`config.mk`:
```
export PLATFORM = sky130hd
export DESIGN_NAME = addr_par_inject
export DESIGN_NICKNAME = d
export VERILOG_FILES = /design/src/rtl/addr_par_inject.sv
export SDC_FILE = /design/constraint.sdc
export NUM_CORES = 1
export LEC_CHECK = 0
export BUFFER_PORTS_ARGS = -buffer_cell sky130_fd_sc_hd__buf_2
export CORE_UTILIZATION = 33
export DETAILED_ROUTE_END_ITERATION = 8
export HOLD_SLACK_MARGIN = 0.02
export PLACE_DENSITY = 0.8
export SLEW_MARGIN = 20
export SYNTH_ARGS = -nofsm -noshare
export SYNTH_HDL_FRONTEND = slang
export SYNTH_SLANG_ARGS = --single-unit
```
`constraint.sdc`:
```
create_clock -name clk -period 1.5 [get_ports clk]
set_input_delay 0.3 -clock clk [delete_from_list [all_inputs] [get_ports clk]]
set_output_delay 0.3 -clock clk [all_outputs]
set_load 0.01 [all_outputs]
```
`src/rtl/addr_par_inject.sv`:
```
module addr_par_inject #(
  parameter int ADDR_W   = 40,
  parameter int ID_W     = 4,
  parameter int REG_W    = 32,
  parameter int ARM_BIT  = 0,
  parameter int ID_LSB   = 4,
  parameter int MASK_LSB = 16
) (
  input  logic              clk,
  input  logic              rst_n,
  input  logic              cfg_we,
  input  logic [REG_W-1:0]  cfg_wdata,
  output logic [REG_W-1:0]  cfg_rdata,
  input  logic              req_valid,
  input  logic [ID_W-1:0]   req_id,
  input  logic [ADDR_W-1:0] req_addr,
  output logic [ADDR_W/8-1:0] par_out
);
  localparam int PAR_W = ADDR_W / 8;

  logic              arm_q;
  logic [ID_W-1:0]   id_q;
  logic [PAR_W-1:0]  mask_q;
  logic [PAR_W-1:0]  gen_par;
  logic              hit;
  logic              unused_wdata;

  for (genvar g = 0; g < PAR_W; g++) begin : g_par
    assign gen_par[g] = ^req_addr[8*g +: 8];
  end

  assign hit     = arm_q && req_valid && (req_id == id_q);
  assign par_out = gen_par ^ (hit ? mask_q : '0);
  assign unused_wdata = ^cfg_wdata;

  always_ff @(posedge clk or negedge rst_n) begin
    if (!rst_n) begin
      arm_q  <= 1'b0;
      id_q   <= '0;
      mask_q <= '0;
    end else if (cfg_we) begin
      arm_q  <= cfg_wdata[ARM_BIT];
      id_q   <= cfg_wdata[ID_LSB +: ID_W];
      mask_q <= cfg_wdata[MASK_LSB +: PAR_W];
    end else if (hit) begin
      arm_q  <= 1'b0;
    end
  end

  always_comb begin
    cfg_rdata                     = '0;
    cfg_rdata[ARM_BIT]            = arm_q;
    cfg_rdata[ID_LSB +: ID_W]     = id_q;
    cfg_rdata[MASK_LSB +: PAR_W]  = mask_q;
  end
endmodule

```
# Yosys cells after proc, flatten, opt, wreduce, memory -nomap -nowiden
# Cells that the tools add are included.
# W data, S select, Z words.
# word_totals
register_bits	10
in_bits	80
out_inout_bits	37
# op_classes
n_eq_ne	1
n_mux	3
bitwise_logic	1
reduce_logical	8
# ops
operator	n
$reduce_xor A8 Y1	5
$mux W5	1
$xor A5 B5 Y5	1
$eq A4 B4 Y1	1
$logic_and A1 B1 Y1	2
$mux W1	2
$reduce_bool A2 Y1	1

# Depth between registers and ports, before layout
# depth
word_depth	4
depth_mapped	5
depth_no_buf	4

# Worst setup path before layout
# No wires, ideal clock.
# synth_path
path_type	register to output
startpoint	reg id_q[3]
endpoint	out par_out[0]
t_arrival_ns	1.224
slack_ns	-0.024
path_stages_with_launch	5
path_buffers	0
cell_sequence	dfrtp_1 > xor2_1 > nor3_4 > nand3_1 > xnor2_1
# synth_via
elab_chain_len	4
# synth_rtl
element	line_no	text
start, declared	22	logic [ID_W-1:0] id_q;
start signal, assigned	43	id_q <= cfg_wdata[ID_LSB +: ID_W];
$eq A4 B4 Y1	32	assign hit = arm_q && req_valid && (req_id == id_q);
$logic_and A1 B1 Y1	32	
$mux W5	33	assign par_out = gen_par ^ (hit ? mask_q : '0);
$xor A5 B5 Y5	33	
end, declared	17	output logic [ADDR_W/8-1:0] par_out
# Every way passes these cells.

# Worst setup path in the final report
# layout_path
startpoint	reg id_q[3]
endpoint	out par_out[2]
# The elaborated chain is that of the path after synthesis.

==> results.sh <==
export IMPL_status="complete, but fails checks"
export IMPL_violations="design-rule violations, negative setup slack"
export IMPL_cts_buffer_depth=2
export IMPL_tritoncts="built"
export IMPL_final_hold_viol_count=0
export IMPL_routed_wl_um=1960
export IMPL_hold_ws_ps=246
export IMPL_hold_class="input pin to register"
export IMPL_ir_drop_uv=307
export IMPL_grt_pass1_vias=757
export IMPL_first_iter_violations=21
export IMPL_syn_inst=99
export IMPL_ys_types=15
export IMPL_final_setup_viol_count=5
export IMPL_die_w_um=57.2
export IMPL_antennaDiodeCount=0
export IMPL_fin_ws_ps=-375
export IMPL_rsz0062_at_grt="yes"
export IMPL_finalPower_mw=1.18
export IMPL_syn_cell_area_mm2=0.00100
export IMPL_drcViolationCount=8
export IMPL_antenna_found_initial=0
export IMPL_endpoint_kind="output port"
export IMPL_ys_seq_elements=10
export IMPL_root_buffer="clkbuf_4"
export IMPL_cts_buffers=3
export IMPL_fin_crit_sh_pct=125
export IMPL_drive_above_1_share_pct=56.1
export IMPL_area_growth_pct=49.3
export IMPL_min_period_ps=1880
export IMPL_via_per_inst=4.16
export IMPL_htreeDepth=1
export IMPL_dieArea_mm2=0.00327
export IMPL_critPathMaxFanout=3
export IMPL_pwr_share_clk_pct=20.0
export IMPL_pwr_share_comb_pct=52.8
export IMPL_grt_max_degree=12
export IMPL_ff2ff_path_depth=5
export IMPL_die_h_um=57.2
export IMPL_clk_pin_slew_ps=70
export IMPL_grt_usage_pct=11.1
export IMPL_hpwl_um=1690
export IMPL_p_int_mw=0.786
export IMPL_startpoint_type="register"
export IMPL_core_area_mm2=0.00283
export IMPL_nFillCells=278
export IMPL_cts_sinks=10
export IMPL_p_leak_nw=0.745
export IMPL_wl_per_cell_um=9.27
export IMPL_final_setup_tns_ps=-1810
export IMPL_grt_first_pass_wirelength_um=2820
export IMPL_gr_total_overflow=0
export IMPL_postLayoutCellArea_mm2=0.00150
export IMPL_worst_ep_required_time_ps=1200
export IMPL_postPlaceCellArea_mm2=0.00138
export IMPL_ant_nets=0
export IMPL_worstPathArrival_ps=1580
export IMPL_firstDrtPassIters=9
export IMPL_fp_row_count=19
export IMPL_drv_cap=0
export IMPL_power_density_mw_per_mm2=788
export IMPL_initial_core_util_pct=35.5
export IMPL_insertion_delay_ps=260
export IMPL_syn_avg_cell_area_um2=10.1
export IMPL_path_class="register to output port"
export IMPL_power_switching_mw=0.397
export IMPL_port_buffers=72
export IMPL_dp_worst_setup_slack_ps=-123
export IMPL_globalplace_congestion=0.634
export IMPL_hold_path_depth=3
export IMPL_vias=878
export IMPL_ios=117
export IMPL_switching_share_pct=33.5
export IMPL_ys_seq_area_share_pct=24.9
export IMPL_max_freq_mhz=533
export IMPL_p_seq_share_pct=27.2
export IMPL_skew_ps=1.48
export IMPL_nets=261
export IMPL_slew_violations=0
export IMPL_yosysWarningCount=0
[Yosys cell counts]
library cell | n | area share [%]
buf_4 | 23 | 17
xor2_1 | 8 | 7.0
dfrtp_1 | 10 | 25
mux2_2 | 2 | 2.2
buf_6 | 1 | 1.1
a21bo_1 | 1 | 1.0
nand2_1 | 1 | 0.37
xnor2_1 | 36 | 31
o21ai_2 | 1 | 0.87
buf_2 | 1 | 0.50
nand3_1 | 5 | 2.5
and3_4 | 1 | 1.1
nor3_4 | 1 | 1.6
conb_1 | 1 | 0.37
mux2_1 | 7 | 7.8
[logic make-up (layout without fill, tap and decap cells)]
group / Yosys count / after routing / synth area share [%]
AO/OA/AOI/OAI: 2 / 2 / 1.87
XOR/XNOR: 44 / 44 / 38.4
buffers and inverters: 25 / 85 / 18.8
flip-flops: 10 / 10 / 24.9
multiplexers: 9 / 9 / 10.1
other: 1 / 22 / 0.373
AND/OR/NAND/NOR: 8 / 8 / 5.60
[critical path, stage by stage, from the launching register on]
cell	delay, ps
dfrtp_1	410
xor2_2	170
nor3_4	230
buf_6	150
nand3_4	70
xnor2_2	150
buf_2	150
[power by group through the flow]
stage | combinational, mW | sequential (mW) | clock, mW
2_1_floorplan | 0.429 | 0.332 | 0
3_3_place_gp | 0.598 | 0.320 | 0
3_5_place_dp | 0.604 | 0.320 | 0
4_1_cts | 0.622 | 0.319 | 0.249
5_1_grt | 0.674 | 0.325 | 0.261
6_report | 0.625 | 0.321 | 0.237
[state kept, by name, indices dropped and copies added (netlist names)]
| name | count |
|---|---|
| mask_q | 5 |
| arm_q | 1 |
| id_q | 4 |
[metrics by stage]
stage / cells / utilization [%]
after detailed placement: 204 / 48.7
after floorplan: 120 / -
final: 211 / 53.0
after CTS: 209 / 52.0
after global placement: 204 / 48.7
after global routing: 211 / 53.0
[final cells by class]
| type | count | area (um2) | area share (%) |
|---|---|---|---|
| Clock buffer | 4 | 36.3 | 2.42 |
| Multi-Input combinational cell | 85 | 737 | 49.1 |
| Sequential cell | 10 | 250 | 16.7 |
| Tap cell | 31 | 38.8 | 2.59 |
| Timing Repair Buffer | 81 | 438 | 29.2 |
[per-layer routing]
metal	routed length (um)	GRT usage (%)	up-vias	share of wire [%]
li1	-	-	432	-
met1	659	10.8	393	34
met2	1080	22.4	53	55
met3	217	3.63	0	11
met4	0	2.09	0	0
met5	0	0	-	0
[placed cells by master (no fill, tap or decap), types with 3 or more instances in the layout]
cell,instances
buf_2,72
xnor2_1,31
conb_1,22
dfrtp_1,10
mux2_1,7
xor2_1,6
buf_4,6
xnor2_2,5
nand3_2,3
clkbuf_4,3
[path summary, 6_finish.rpt]
path / start / end / slack [ps]
worst max-delay path: id_q[3] / par_out[2] / -380
worst min-delay path: cfg_wdata[0] / arm_q / 250
worst max register to register: id_q[3] / arm_q / 280
worst min register to register: mask_q[3] / mask_q[3] / 540
max in group asynchronous: rst_n / mask_q[0] / 850
min in group asynchronous: rst_n / mask_q[3] / 440
[timing repair]
item	4_1_cts	5_1_grt
endpoints found under the hold margin	10	0
pin swaps	2	3
setup endpoints to repair	5	5
resized for setup	9	2
hold buffers	1	0
buffers inserted	0	2
Power figures use the tool's default switching activity.
